--- config.mk ---
export PLATFORM = sky130hd
export DESIGN_NAME = acc_cpu
export DESIGN_NICKNAME = d
export VERILOG_FILES = /design/src/rtl/acc_cpu.sv
export SDC_FILE = /design/constraint.sdc
export NUM_CORES = 1
export LEC_CHECK = 0
export ABC_CLOCK_PERIOD_IN_PS = 3800
export BUFFER_PORTS_ARGS = -buffer_cell sky130_fd_sc_hd__buf_2
export CAP_MARGIN = 20
export CORE_ASPECT_RATIO = 0.75
export CORE_MARGIN = 2
export CORE_UTILIZATION = 40
export CTS_CLUSTER_SIZE = 10
export DETAILED_ROUTE_END_ITERATION = 8
export GPL_TIMING_DRIVEN = 0
export PLACE_DENSITY_LB_ADDON = 0.25
export REMOVE_ABC_BUFFERS = 1
export SLEW_MARGIN = 20
export SYNTH_ARGS = -nofsm -noshare
export SYNTH_HDL_FRONTEND = slang
export SYNTH_SLANG_ARGS = --single-unit
--- constraint.sdc ---
create_clock -name clk -period 3.8 [get_ports clk]
set_clock_uncertainty 0.05 [all_clocks]
set_input_delay 1.14 -clock clk [delete_from_list [all_inputs] [get_ports clk]]
set_output_delay 1.14 -clock clk [all_outputs]
set_load 0.005 [all_outputs]
--- src/rtl/acc_cpu.sv ---
module acc_cpu #(
  parameter int AW = 14,
  parameter int DW = 16
) (
  input  logic          clk,
  input  logic          rst_n,
  output logic [AW-1:0] mem_addr,
  output logic [DW-1:0] mem_wdata,
  input  logic [DW-1:0] mem_rdata,
  output logic          mem_we,
  output logic [AW-1:0] dbg_pc,
  output logic [DW-1:0] dbg_acc
);
  localparam int OW = DW - AW;
  localparam logic [1:0] S_FETCH  = 2'd0;
  localparam logic [1:0] S_DECODE = 2'd1;
  localparam logic [1:0] S_EXEC   = 2'd2;
  localparam logic [OW-1:0] OP_LD  = OW'(0);
  localparam logic [OW-1:0] OP_ST  = OW'(1);
  localparam logic [OW-1:0] OP_ADD = OW'(2);
  localparam logic [OW-1:0] OP_BRN = OW'(3);

  logic [1:0]    state;
  logic [AW-1:0] pc, mar;
  logic [DW-1:0] acc, ir, mbr;
  logic [OW-1:0] op;
  logic [AW-1:0] opnd;
  logic          taken;

  assign op    = ir[DW-1 -: OW];
  assign opnd  = ir[AW-1:0];
  assign taken = (op == OP_BRN) && acc[DW-1];

  always_ff @(posedge clk) begin
    if (!rst_n) begin
      state <= S_FETCH;
      pc    <= '0;
      acc   <= '0;
      ir    <= '0;
      mar   <= '0;
      mbr   <= '0;
    end else begin
      case (state)
        S_FETCH: begin
          ir    <= mem_rdata;
          pc    <= pc + AW'(1);
          state <= S_DECODE;
        end
        S_DECODE: begin
          mar   <= opnd;
          mbr   <= acc;
          state <= S_EXEC;
        end
        S_EXEC: begin
          case (op)
            OP_LD:   acc <= mem_rdata;
            OP_ADD:  acc <= acc + mem_rdata;
            default: ;
          endcase
          if (taken) pc <= opnd;
          mar   <= taken ? opnd : pc;
          state <= S_FETCH;
        end
        default: state <= S_FETCH;
      endcase
    end
  end

  assign mem_addr  = mar;
  assign mem_wdata = mbr;
  assign mem_we    = (state == S_EXEC) && (op == OP_ST);
  assign dbg_pc    = pc;
  assign dbg_acc   = acc;
endmodule

==> results of run 1 <==
worst register-to-register path, stage by stage, from the launching register on:
cell and delay, ns:
dfxtp_1 0.33, inv_1 0.09, ha_1 0.69, clkinv_1 0.76, nor2_2 0.62, nor2_1 0.24, a2bb2oi_1 0.21, o41ai_1 0.10
kinds of logic after synthesis:
group	after synthesis
simple gates	159
compound gates	143
flops	78
mux	47
buf+inv	43
fa+ha+maj	21
xor+xnor	7
power groups by stage:
stage,sequential (µW),combinational [µW],clock [µW]
floorplan,931,233,0
global placement,940,344,0
detailed placement,942,363,0
CTS,925,364,1020
global route,929,412,1060
finish,921,370,1010
flip-flops by register name, indices dropped and copies added, names as in the netlist:
signal,cells
ir,16
mem_addr,14
dbg_acc,16
state,2
mem_wdata,16
dbg_pc,14
placed cells by master, fill, tap and decap left out, drive strengths merged, types with 3 or more instances in the layout:
cell,instances
mux2i,45
nor2,63
bufinv,3
o22ai,3
a2bb2oi,4
o21ai,35
a311oi,9
a21o,5
inv,13
or3,4
nand2,42
nor3b,5
nand3,15
nor2b,4
buf,81
clkbuf,11
a31oi,10
dfxtp,78
o21a,3
a211oi,9
o221ai,3
ha,20
nor3,5
o211ai,4
a21oi,36
xnor2,5
and3,5
o221a,4
nand2b,7
and2,4
cell usage after synthesis, drive strengths merged (5+ instances only):
cell type   n
and3        5
buf        12
nor2       63
dfxtp      78
nor3b       5
nand3      15
a31oi      10
o21ai      35
nor3        5
nand2b      7
a21o        5
xnor2       5
a21oi      36
a211oi      9
mux2i      45
nand2      42
clkbuf     17
a311oi      9
inv        13
ha         20
final cells by class:
class                      count  area [µm²]
antenna                        1        2.50
clock buffer                  11         243
clock inverter                 5         106
fill                         991        5200
inverter                      14        52.6
multi-input combinational    377        2500
sequential                    78        1560
tap                          136         170
timing repair buffer          81         453
through the flow:
step	utilization	power [µW]
floorplan	-	1160
global placement	0.454	1280
detailed placement	0.459	1310
CTS	0.493	2310
global route	0.495	2400
finish	0.495	2300
metal layers:
layer	track usage	vias to the layer above
li1	-	1944
met1	0.313	1871
met2	0.313	118
met3	0.0451	9
met4	0.0556	0
met5	0	-
what timing repair did:
item / in CTS / in global routing
gates resized for setup: 0 / 1
endpoints found under the hold margin: 0 / 0
endpoints found under the setup margin: 0 / 3
worst max path at each step:
stage          startpoint          end  slack, ns  cells after the start
2_1_floorplan       rst_n  dbg_acc[15]       0.84                      5
3_3_place_gp        rst_n  dbg_acc[15]      -0.42                      6
3_5_place_dp     state[0]   dbg_acc[9]       0.38                      7
4_1_cts          state[0]   dbg_acc[9]       0.38                      7
5_1_grt          state[0]   dbg_acc[6]       0.26                      7
6_report         state[0]   dbg_acc[9]       0.58                      7
==> impl_metrics.tcl, run 1 <==
set metrics [dict create \
    drv_slew 0 \
    end_kind "flip-flop" \
    synth_simple_gate_area_frac 0.176 \
    cp.required_ns 3.96 \
    maxCapViolations 0 \
    post-route-period-util 0.846 \
    worstHoldPathCells 2 \
    netlist_area_um2 4240 \
    holdBufCountCts 0 \
    drtPass1Iterations 5 \
    r2r_cells 7 \
    wl_met3_um 708 \
    crit_family "buffers and inverters" \
    final_cells 703 \
    vias_per_cell 5.61 \
    die-area_um2 11400 \
    num_io_pins 79 \
    post-cts-setup-buffer-count 0 \
    cp_slowest_cell "clkinv_1" \
    cts_tree "done" \
    dr_total_vias 3942 \
    pwr-share-clk 0.438 \
    drc 0 \
    met2_length_mm 5.19 \
    ys.flop_type "dfxtp_1" \
    fin_area_um2 5090 \
    wl_met1_mm 5.75 \
    ant_nets 0 \
    synth_fa_ha_area_frac 0.0637 \
    crit_buf_inv 2 \
    placed_area_um2 4720 \
    clk_path_buf_depth 2 \
    synth.top_cell.area_share 0.368 \
    async_flop_share 0 \
    setup_viol 0 \
    synth_edf_count 0 \
    rr_endpoint "dbg_acc[9]" \
    overflow 0 \
    portBuffers 78 \
    worst_pin_slew_ns 0.808 \
    top_layer_used "met4" \
    num_rows 32 \
    powerDensity_nw_per_um2 451 \
    synth_cell_type_count 60 \
    critPathKind "reg2reg" \
    nets 600 \
    p_seq_frac 0.401 \
    synth_xor_area_frac 0.0145 \
    total_leakage_power_uw 0.00227 \
    arrival_ns 3.37 \
    die_h_um 93.2 \
    first_iter_violations 269 \
    start_util 0.412 \
    switching_share 0.265 \
    cp_max_fo 21 \
    layout-area-overhead-vs-synth_pct 20.1 \
    dp.cells 685 \
    numClockSinks 78 \
    rsz0062_at_grt "no" \
    layout_min_cycle_time_ns 3.22 \
    hpwl_mm 8.45 \
    reg2reg_slack_ns 0.58 \
    synth_compound_area_frac 0.223 \
    synth.mux.area_fraction 0.112 \
    synth-seq-cells 78 \
    track_usage 0.213 \
    holdWs_ns 0.429 \
    ys_seq_area_frac 0.368 \
    gp_congestion 0.862 \
    slew_headroom 0.461 \
    core-area_um2 10300 \
    pre_cts_slack_ns 0.379 \
    postSynthCellCount 498 \
    crit_path_max_incr_delay_ns 0.76 \
    hold_path.class "reg2reg" \
    routedWlPerCell_um 16.8 \
    totalWireLength_mm 11.8 \
    layout-drive-gt1-share 0.200 \
    status "complete, no violations" \
    antenna_found_initial 0 \
    yosysWarnings 0 \
    die_w_um 123 \
    max_freq_mhz 311 \
    p_int_uw 1690 \
    min-delay-start "mem_addr[12]" \
    h-tree-depth 3 \
    grt_pass1_vias 3592 \
    hold_viol 0 \
    synth_top_family_by_area "compound AO/OA/AOI/OAI gates" \
    worstHoldEndpoint "mem_addr[12]" \
    fin_setup_tns_ns 0 \
    layout_setup_ws_ns 0.585 \
    irDropWorstVdd_uv 289 \
    crit_path_start_kind "flip-flop" \
    grt_pass1_wl_mm 19.0 \
    avgSynthCellArea_um2 8.51 \
    numCtsBuffers 9 \
    switching_power_uw 608 \
    r2r-start "state[0]" \
    ctsRootBufferMaster "clkbuf_16" \
    clk_pin_slew_ns 0.06 \
    synth_top_area_cell "dfxtp_1" \
    crit_chain "inv_1 > ha_1 > clkinv_1 > nor2_2 > nor2_1 > a2bb2oi_1 > o41ai_1" \
    clkLatencyLatePin_ns 0.33 \
    pwr-share-comb 0.161 \
    grt_max_degree 41 \
    yosys-top-cells-area "dfxtp_1 (37%), mux2i_1 (11%), ha_1 (5.9%)" \
]
Note: power is estimated with default switching activity, not from simulation.
==> run 2: changes to the inputs <==
--- a/config.mk
+++ b/config.mk
@@ -5,7 +5,7 @@
 export SDC_FILE = /design/constraint.sdc
 export NUM_CORES = 1
 export LEC_CHECK = 0
-export ABC_CLOCK_PERIOD_IN_PS = 3800
+export ABC_CLOCK_PERIOD_IN_PS = 2700
 export BUFFER_PORTS_ARGS = -buffer_cell sky130_fd_sc_hd__buf_2
 export CAP_MARGIN = 20
 export CORE_ASPECT_RATIO = 0.75
==> constraint.sdc (replaced) <==
create_clock -name clk -period 2.7 [get_ports clk]
set_clock_uncertainty 0.05 [all_clocks]
set_input_delay 0.81 -clock clk [delete_from_list [all_inputs] [get_ports clk]]
set_output_delay 0.81 -clock clk [all_outputs]
set_load 0.005 [all_outputs]
==> impl_metrics.tcl, run 2 (same netlist as run 1, synthesis figures left out) <==
set metrics [dict create \
    status "complete, no violations" \
    track_usage 0.213 \
    fin_area_um2 5100 \
    clk_pin_slew_ns 0.06 \
    overflow 0 \
    nets 599 \
    start_util 0.412 \
    total_leakage_power_uw 0.00226 \
    reg2reg_slack_ns 0.23 \
    pwr-share-clk 0.439 \
    min-delay-start "mem_addr[12]" \
    crit_path_max_incr_delay_ns 0.44 \
    crit_chain "buf_2 > ha_1 > fa_1 > a21oi_1 > o211a_1 > o21ai_0 > nor3b_1 > o41ai_1" \
    worstHoldEndpoint "mem_addr[12]" \
    pwr-share-comb 0.159 \
    layout_min_cycle_time_ns 2.64 \
    layout-area-overhead-vs-synth_pct 20.2 \
    routedWlPerCell_um 16.9 \
    slew_headroom 0.576 \
    p_int_uw 2380 \
    pre_cts_slack_ns -0.721 \
    total_power_uw 3240 \
    portBuffers 78 \
    cp_max_fo 3 \
    setup_viol 0 \
    numClockSinks 78 \
    r2r-start "state[0]" \
    clk_path_buf_depth 2 \
    totalWireLength_mm 11.8 \
    die_h_um 93.2 \
    die_w_um 123 \
    gp_congestion 0.862 \
    switching_share 0.266 \
    irDropWorstVdd_uv 408 \
    hpwl_mm 8.45 \
    rsz0062_at_grt "no" \
    powerDensity_nw_per_um2 635 \
    rr_endpoint "dbg_pc[9]" \
    grt_max_degree 41 \
    hold_path.class "reg2reg" \
    numCtsBuffers 9 \
    dr_total_vias 3968 \
    ant_nets 0 \
    final_cell_mix "buf_2 (78), dfxtp_1 (77), nor2_1 (61)" \
    first_iter_violations 229 \
    max_freq_mhz 379 \
    worstHoldPathCells 2 \
    vias_per_cell 5.65 \
    switching_power_uw 862 \
    grt_pass1_vias 3611 \
    end_kind "flip-flop" \
    met2_length_mm 5.21 \
    p_seq_frac 0.403 \
    placed_area_um2 4720 \
    layout-drive-gt1-share 0.207 \
    layout_setup_ws_ns 0.0649 \
    cp.required_ns 2.88 \
    drc 0 \
    top_layer_used "met4" \
    cts_tree "done" \
    grt_pass1_wl_mm 19.0 \
    worst_pin_slew_ns 0.633 \
    num_io_pins 79 \
    holdBufCountCts 0 \
    fin_setup_tns_ns 0 \
    maxCapViolations 0 \
    antenna_found_initial 0 \
    num_rows 32 \
    layout_commonest_cell "buf_2" \
    cp_slowest_cell "fa_1" \
    r2r_cells 7 \
    post-route-period-util 0.976 \
    crit_path_start_kind "input pin" \
    drtPass1Iterations 5 \
    ctsRootBufferMaster "clkbuf_16" \
    wl_met1_mm 5.85 \
    wl_met3_um 640 \
    drv_slew 0 \
    h-tree-depth 3 \
    clkLatencyLatePin_ns 0.33 \
    critPathKind "in2reg" \
    hold_viol 0 \
    core-area_um2 10300 \
    arrival_ns 2.82 \
    die-area_um2 11400 \
]
==> run 2: layout make-up <==
cell class,count,area (µm²)
inverters,14,53.8
well taps,136,170
diodes,1,2.50
multi-input cells,377,2520
flip-flops and latches,78,1560
clock buffers,11,243
clock inverters,5,106
repair buffers,80,438
fillers,988,5190
==> run 2: worst max-delay path by stage <==
| stage | from | to | slack (ns) | cells after the start |
|---|---|---|---|---|
| detailed placement | state[0] | dbg_acc[9] | -0.72 | 7 |
| floorplan | rst_n | dbg_acc[15] | 0.07 | 5 |
| finish | mem_rdata[0] | dbg_acc[12] | 0.06 | 8 |
| global route | mem_rdata[0] | dbg_acc[12] | 0.0005 | 8 |
| global placement | rst_n | dbg_acc[15] | -1.19 | 6 |
| CTS | mem_rdata[0] | dbg_acc[12] | 0.12 | 8 |
==> run 2: worst max-delay path: cells and delay by family <==
family	cells	cell delay [ns]
adders and majority gates	2	0.69
buffers and inverters	1	0.12
and+or+nand+nor	1	0.20
AOI/OAI and AO/OA	4	0.98
==> run 2: per-layer routing <==
metal  global-route usage  vias up
li1                     -     1941
met1                0.312     1894
met2                0.313      120
met3               0.0451       13
met4               0.0584        0
met5                    0        -
==> run 2: power by group through the flow <==
| stage | clock network [µW] | registers [µW] | logic [µW] |
|---|---|---|---|
| finish | 1420 | 1300 | 515 |
| floorplan | 0 | 1310 | 328 |
| global placement | 0 | 1320 | 484 |
| global route | 1490 | 1310 | 572 |
| CTS | 1440 | 1300 | 513 |
| detailed placement | 0 | 1330 | 511 |
==> run 2: timing repair <==
item	in CTS	in global routing
pin swaps	0	1
gates resized for setup	5	4
buffers inserted	0	0
hold endpoints to repair	0	0
endpoints found under the setup margin	27	4
==> run 2: stage by stage <==
step,utilization,hold WS (ns),cells
after floorplan,-,0.395,469
after global placement,0.454,0.417,683
after detailed placement,0.459,0.428,685
after CTS,0.494,0.436,701
after global routing,0.495,0.443,701
final,0.496,0.430,702
